==> src/rtl/scan_tap_pkg.sv <==
package scan_tap_pkg;

    localparam int IR_W = 2;
    localparam int ID_W = 32;

    typedef enum logic [3:0] {
        ST_RESET, ST_IDLE,
        ST_DR_SEL, ST_DR_CAP, ST_DR_SHF, ST_DR_EX1, ST_DR_PAU, ST_DR_EX2, ST_DR_UPD,
        ST_IR_SEL, ST_IR_CAP, ST_IR_SHF, ST_IR_EX1, ST_IR_PAU, ST_IR_EX2, ST_IR_UPD
    } tap_state_e;

    typedef enum logic [IR_W-1:0] {
        OP_EXTEST = 2'b00,
        OP_SAMPLE = 2'b01,
        OP_IDCODE = 2'b10,
        OP_BYPASS = 2'b11
    } tap_op_e;

    localparam logic [IR_W-1:0] IR_CAPTURE_PAT = 2'b01;

endpackage

==> src/rtl/scan_tap_fsm.sv <==
module scan_tap_fsm
    import scan_tap_pkg::*;
(
    input  logic       tck,
    input  logic       trst_n,
    input  logic       tms,
    output tap_state_e state,
    output logic       in_reset,
    output logic       cap_dr,
    output logic       shf_dr,
    output logic       upd_dr,
    output logic       cap_ir,
    output logic       shf_ir,
    output logic       upd_ir
);

    tap_state_e nxt;

    // state register
    always_ff @(posedge tck or negedge trst_n) begin
        if (!trst_n) state <= ST_RESET;
        else         state <= nxt;
    end

    // transitions
    always_comb begin
        unique case (state)
            ST_RESET:  nxt = tms ? ST_RESET  : ST_IDLE;
            ST_IDLE:   nxt = tms ? ST_DR_SEL : ST_IDLE;
            ST_DR_SEL: nxt = tms ? ST_IR_SEL : ST_DR_CAP;
            ST_DR_CAP: nxt = tms ? ST_DR_EX1 : ST_DR_SHF;
            ST_DR_SHF: nxt = tms ? ST_DR_EX1 : ST_DR_SHF;
            ST_DR_EX1: nxt = tms ? ST_DR_UPD : ST_DR_PAU;
            ST_DR_PAU: nxt = tms ? ST_DR_EX2 : ST_DR_PAU;
            ST_DR_EX2: nxt = tms ? ST_DR_UPD : ST_DR_SHF;
            ST_DR_UPD: nxt = tms ? ST_DR_SEL : ST_IDLE;
            ST_IR_SEL: nxt = tms ? ST_RESET  : ST_IR_CAP;
            ST_IR_CAP: nxt = tms ? ST_IR_EX1 : ST_IR_SHF;
            ST_IR_SHF: nxt = tms ? ST_IR_EX1 : ST_IR_SHF;
            ST_IR_EX1: nxt = tms ? ST_IR_UPD : ST_IR_PAU;
            ST_IR_PAU: nxt = tms ? ST_IR_EX2 : ST_IR_PAU;
            ST_IR_EX2: nxt = tms ? ST_IR_UPD : ST_IR_SHF;
            ST_IR_UPD: nxt = tms ? ST_DR_SEL : ST_IDLE;
        endcase
    end

    // state decodes
    always_comb begin
        in_reset = (state == ST_RESET);
        cap_dr   = (state == ST_DR_CAP);
        shf_dr   = (state == ST_DR_SHF);
        upd_dr   = (state == ST_DR_UPD);
        cap_ir   = (state == ST_IR_CAP);
        shf_ir   = (state == ST_IR_SHF);
        upd_ir   = (state == ST_IR_UPD);
    end

endmodule

==> src/rtl/scan_tap_ireg.sv <==
module scan_tap_ireg
    import scan_tap_pkg::*;
(
    input  logic    tck,
    input  logic    trst_n,
    input  logic    tdi,
    input  logic    in_reset,
    input  logic    cap_ir,
    input  logic    shf_ir,
    input  logic    upd_ir,
    output logic    ir_lsb,
    output tap_op_e op
);

    logic [IR_W-1:0] sr;

    always_ff @(posedge tck or negedge trst_n) begin
        if (!trst_n)     sr <= IR_CAPTURE_PAT;
        else if (cap_ir) sr <= IR_CAPTURE_PAT;
        else if (shf_ir) sr <= {tdi, sr[IR_W-1:1]};
    end

    // active instruction moves on the falling edge only
    always_ff @(negedge tck or negedge trst_n) begin
        if (!trst_n)       op <= OP_IDCODE;
        else if (in_reset) op <= OP_IDCODE;
        else if (upd_ir)   op <= tap_op_e'(sr);
    end

    assign ir_lsb = sr[0];

endmodule

==> src/rtl/scan_tap_dreg.sv <==
module scan_tap_dreg
    import scan_tap_pkg::*;
#(
    parameter logic [ID_W-1:0] ID_WORD = 32'h0000_0001
)(
    input  logic    tck,
    input  logic    trst_n,
    input  logic    tdi,
    input  logic    cap_dr,
    input  logic    shf_dr,
    input  tap_op_e op,
    output logic    byp_lsb,
    output logic    id_lsb
);

    logic            byp;
    logic [ID_W-1:0] id_sr;
    logic            sel_byp, sel_id;

    assign sel_byp = (op == OP_BYPASS);
    assign sel_id  = (op == OP_IDCODE);

    always_ff @(posedge tck or negedge trst_n) begin
        if (!trst_n) begin
            byp   <= 1'b0;
            id_sr <= ID_WORD;
        end else begin
            if (sel_byp && cap_dr) byp <= 1'b0;
            else if (sel_byp && shf_dr) byp <= tdi;
            if (sel_id && cap_dr) id_sr <= ID_WORD;
            else if (sel_id && shf_dr) id_sr <= {tdi, id_sr[ID_W-1:1]};
        end
    end

    assign byp_lsb = byp;
    assign id_lsb  = id_sr[0];

endmodule

==> src/rtl/scan_tap_ctrl.sv <==
module scan_tap_ctrl
    import scan_tap_pkg::*;
#(
    parameter logic [3:0]  ID_VERSION = 4'h0,
    parameter logic [13:0] ID_PART    = 14'h19B8,
    parameter logic [1:0]  ID_DERIV   = 2'h1,
    parameter logic [10:0] ID_MAKER   = 11'h064
)(
    input  logic tck,
    input  logic trst_n,
    input  logic tms,
    input  logic tdi,
    output logic tdo,
    output logic tdo_oe,
    output logic bsr_si,
    input  logic bsr_so,
    output logic bsr_capture,
    output logic bsr_shift,
    output logic bsr_update,
    output logic bsr_mode
);

    localparam logic [ID_W-1:0] ID_WORD = {ID_VERSION, ID_PART, ID_DERIV, ID_MAKER, 1'b1};

    tap_state_e state;
    tap_op_e    op;
    logic       in_reset, cap_dr, shf_dr, upd_dr, cap_ir, shf_ir, upd_ir;
    logic       ir_lsb, byp_lsb, id_lsb, dr_lsb, chain_sel;

    scan_tap_fsm u_fsm (
        .tck(tck), .trst_n(trst_n), .tms(tms), .state(state),
        .in_reset(in_reset), .cap_dr(cap_dr), .shf_dr(shf_dr), .upd_dr(upd_dr),
        .cap_ir(cap_ir), .shf_ir(shf_ir), .upd_ir(upd_ir)
    );

    scan_tap_ireg u_ir (
        .tck(tck), .trst_n(trst_n), .tdi(tdi), .in_reset(in_reset),
        .cap_ir(cap_ir), .shf_ir(shf_ir), .upd_ir(upd_ir),
        .ir_lsb(ir_lsb), .op(op)
    );

    scan_tap_dreg #(.ID_WORD(ID_WORD)) u_dr (
        .tck(tck), .trst_n(trst_n), .tdi(tdi), .cap_dr(cap_dr), .shf_dr(shf_dr),
        .op(op), .byp_lsb(byp_lsb), .id_lsb(id_lsb)
    );

    assign chain_sel   = (op == OP_EXTEST) || (op == OP_SAMPLE);
    assign bsr_capture = cap_dr && chain_sel;
    assign bsr_shift   = shf_dr && chain_sel;
    assign bsr_update  = upd_dr && chain_sel;
    assign bsr_mode    = (op == OP_EXTEST);
    assign bsr_si      = tdi;

    always_comb begin
        unique case (op)
            OP_BYPASS: dr_lsb = byp_lsb;
            OP_IDCODE: dr_lsb = id_lsb;
            OP_EXTEST,
            OP_SAMPLE: dr_lsb = bsr_so;
        endcase
    end

    // output stage on the falling edge
    always_ff @(negedge tck or negedge trst_n) begin
        if (!trst_n) begin
            tdo    <= 1'b0;
            tdo_oe <= 1'b0;
        end else begin
            tdo_oe <= shf_ir || shf_dr;
            tdo    <= shf_ir ? ir_lsb : dr_lsb;
        end
    end

endmodule

==> config.mk <==
export PLATFORM = sky130hd
export DESIGN_NAME = scan_tap_ctrl
export DESIGN_NICKNAME = d
export VERILOG_FILES = /design/src/rtl/scan_tap_pkg.sv /design/src/rtl/scan_tap_fsm.sv /design/src/rtl/scan_tap_ireg.sv /design/src/rtl/scan_tap_dreg.sv /design/src/rtl/scan_tap_ctrl.sv
export SDC_FILE = /design/constraint.sdc
export NUM_CORES = 1
export LEC_CHECK = 0
export ABC_AREA = 1
export ABC_CLOCK_PERIOD_IN_PS = 1200
export BUFFER_PORTS_ARGS = -buffer_cell sky130_fd_sc_hd__buf_2
export CAP_MARGIN = 0
export CORE_UTILIZATION = 40
export CTS_BUF_LIST = sky130_fd_sc_hd__clkbuf_8 sky130_fd_sc_hd__clkbuf_16
export CTS_CLUSTER_SIZE = 10
export DETAILED_ROUTE_END_ITERATION = 12
export PLACE_DENSITY_LB_ADDON = 0.05
export SLEW_MARGIN = 20
export SYNTH_ARGS = -nofsm -noshare
export SYNTH_HDL_FRONTEND = slang
export SYNTH_SLANG_ARGS = --single-unit
==> constraint.sdc <==
create_clock -name tck -period 1.2 [get_ports tck]
set_input_delay 0.12 -clock tck [delete_from_list [all_inputs] [get_ports tck]]
set_output_delay 0.12 -clock tck [all_outputs]
set_load 0.02 [all_outputs]
==> impl_metrics.json <==
{
  "skew_ps": 56.6,
  "cts-root-buf": "clkbuf_8",
  "total_leakage_power_nw": 1.52,
  "p_sw_mw": 3.04,
  "reg2reg_depth": 6,
  "yosysWarnings": 0,
  "p_comb_frac": 0.548,
  "vias": 1800,
  "start_kind": "flop",
  "critPathCapture": "bsr_mode",
  "crit_fanout": 6,
  "clkSlewWorstSetupHoldPaths_ps": 80,
  "fp.dieArea_um2": 5730,
  "drive_above_1_share": 0.571,
  "worstSkewPairLatency_ps": 340,
  "wl_per_cell_um": 12.9,
  "synth.top_cell.area_share": 0.300,
  "holdWs_ps": 113,
  "timing.rr.start": "u_ir.op[1]$_DFFE_NN1P_",
  "crit_type": "reg -> out",
  "grt_max_degree": 21,
  "first_pass_iters": 4,
  "drv_cap": 0,
  "grt_pass1_wl_um": 7770,
  "start_util": 0.420,
  "pre_cts_ws_ps": -633,
  "clock-sinks": 43,
  "final_cells": 382,
  "r2r-end": "u_dr.id_sr[27]$_DFFE_PN0P_",
  "ios": 12,
  "drt_iter0_drc": 50,
  "setup_viol": 47,
  "io_buffers": 11,
  "pwr_density_cell_nw_per_um2": 2400,
  "yosysSeqAreaShare": 0.503,
  "status": "finished, violations left",
  "syn_to_final_growth_pct": 44.4,
  "avgSynthCellArea_um2": 8.59,
  "grt_usage": 0.185,
  "switching_share": 0.403,
  "drc": 0,
  "p_clk_frac": 0.125,
  "max-clock-path-buffers": 2,
  "power_report.internal_total_mw": 4.50,
  "slew_headroom": 0.832,
  "finalWirelength_um": 4910,
  "hold_viol_final": 0,
  "row_count": 26,
  "antenna_found_initial": 0,
  "synth.net_count": 258,
  "startpoint": "u_ir.op[1]$_DFFE_NN1P_",
  "r2r_setup_slack_ps": -720,
  "postLayoutSetupSlackWorst_ps": -737,
  "cp.required_ps": 1080,
  "antenna_cells": 0,
  "pwr-share-seq": 0.328,
  "htreeDepth": 2,
  "fin_nets": 316,
  "cp-end-kind": "output port",
  "crit_arrival_ps": 1820,
  "yosys-top-cells-count": "nand2_1, dfrtp_1, inv_1",
  "final_antenna_net_count": 0,
  "synth.area.top_cells": "dfrtp_1, dfstp_2, nand2_1",
  "violations": "negative setup slack",
  "coreArea_um2": 5170,
  "dp_cells": 356,
  "grt_setup_unrepaired": "yes",
  "grt_pass1_vias": 1701,
  "worst_slew_pin_slew_ps": 249,
  "fp.dieH_um": 75.7,
  "async_flop_share": 1.00,
  "hold_class": "in -> reg",
  "dieWidth_um": 75.7,
  "viasPerCell": 4.71,
  "drv_slew": 0,
  "grt_remaining_overflow": 0,
  "dp_hpwl_um": 3120,
  "synth_cells": 253,
  "yosys_register_bits": 43,
  "cts_tree": "done",
  "hold_path_startpoint": "tms",
  "synth-edff-count": 0,
  "synthMostInstantiatedCell": "nand2_1",
  "place_congestion": 0.806,
  "cts_buffers": 5,
  "synth_cell_types": 28,
  "syn-cell-area_um2": 2170,
  "synth_flop_cell": "dfrtp_1",
  "irDropWorstVdd_v": 0.000949,
  "yosys.area.top_type": "dfrtp_1"
}
## worst max-delay path: stages, from the launching register on
cell     delay (ps)
dfstp_2         550
buf_6           140
nor2_2           60
buf_6           120
## cell usage in the layout, fill, tap and decap left out, drive strengths merged
cell type	n
buf	62
a21oi	7
nand2	98
dfrtn	3
nand3	9
dfrtp	26
nor2	18
clkbuf	6
nor3	1
nand3b	2
o211ai	7
nand4	2
o21ai	27
dfstp	14
a22oi	1
o21bai	1
clkinv	2
dlygate4sd3	1
inv	24
a31oi	1
## kinds of logic (layout without fill, tap and decap cells)
family	Yosys count	count (layout)	synth area share
AND/OR/NAND/NOR	130	130	0.257
AO/OA/AOI/OAI	44	44	0.145
flip-flops	43	43	0.503
buffers and inverters	36	95	0.0945
## layout make-up
class	instances	area [um^2]
Clock buffer	6	82.6
Clock inverter	3	11.3
Fill cell	438	2040
Inverter	23	98.8
Multi-Input combinational cell	174	1170
Sequential cell	43	1100
Tap cell	70	87.6
Timing Repair Buffer	63	594
## registers in the layout, indices dropped and copies added (netlist names)
name	flops
u_fsm.state	4
u_dr.byp_lsb	1
u_ir.op	2
tdo_oe	1
tdo	1
u_ir.sr	2
u_dr.id_sr	32
## routing by layer
metal	part of all wire	track usage	vias to the layer above	routed length, um
met5	0	0	-	0
met4	0.012	0.0576	0	60
met3	0.018	0.0397	7	86
met2	0.49	0.304	18	2430
met1	0.48	0.245	853	2340
li1	-	-	922	-
## metrics by stage
step                 util  TNS (ps)  cell area, um^2  total power [mW]
floorplan               -    -23550             2240              4.56
global placement    0.488    -23090             2520              5.39
detailed placement  0.488    -23590             2520              5.40
CTS                 0.562    -28040             2910              7.03
global route        0.606    -30270             3140              8.11
finish              0.606    -28160             3140              7.54
## worst min path at each step
stage	end	slack [ps]	cells after the start
floorplan	u_dr.byp_lsb$_DFFE_PN0P_	-180	0
global placement	u_fsm.state[2]$_DFF_PN0_	7	1
detailed placement	u_fsm.state[2]$_DFF_PN0_	-4	1
CTS	u_fsm.state[0]$_DFF_PN0_	100	3
global route	u_fsm.state[0]$_DFF_PN0_	120	3
finish	u_fsm.state[0]$_DFF_PN0_	110	3
## timing repair
item | 4_1_cts | 5_1_grt
buffers inserted | 11 | 7
endpoints found under the setup margin | 47 | 49
cloned | 2 | 0
pin swaps | 12 | 14
hold buffers | 1 | 0
hold endpoints to repair | 11 | 0
resized for setup | 59 | 49
## power by group through the flow
stage / sequential (mW) / combinational (mW) / clock, mW
after floorplan: 2.42 / 2.13 / 0.0104
after global placement: 2.45 / 2.93 / 0.0104
after detailed placement: 2.44 / 2.95 / 0.0104
after CTS: 2.44 / 3.63 / 0.972
after global routing: 2.54 / 4.53 / 1.04
final: 2.47 / 4.13 / 0.942
(Power assumes the default switching activity.)
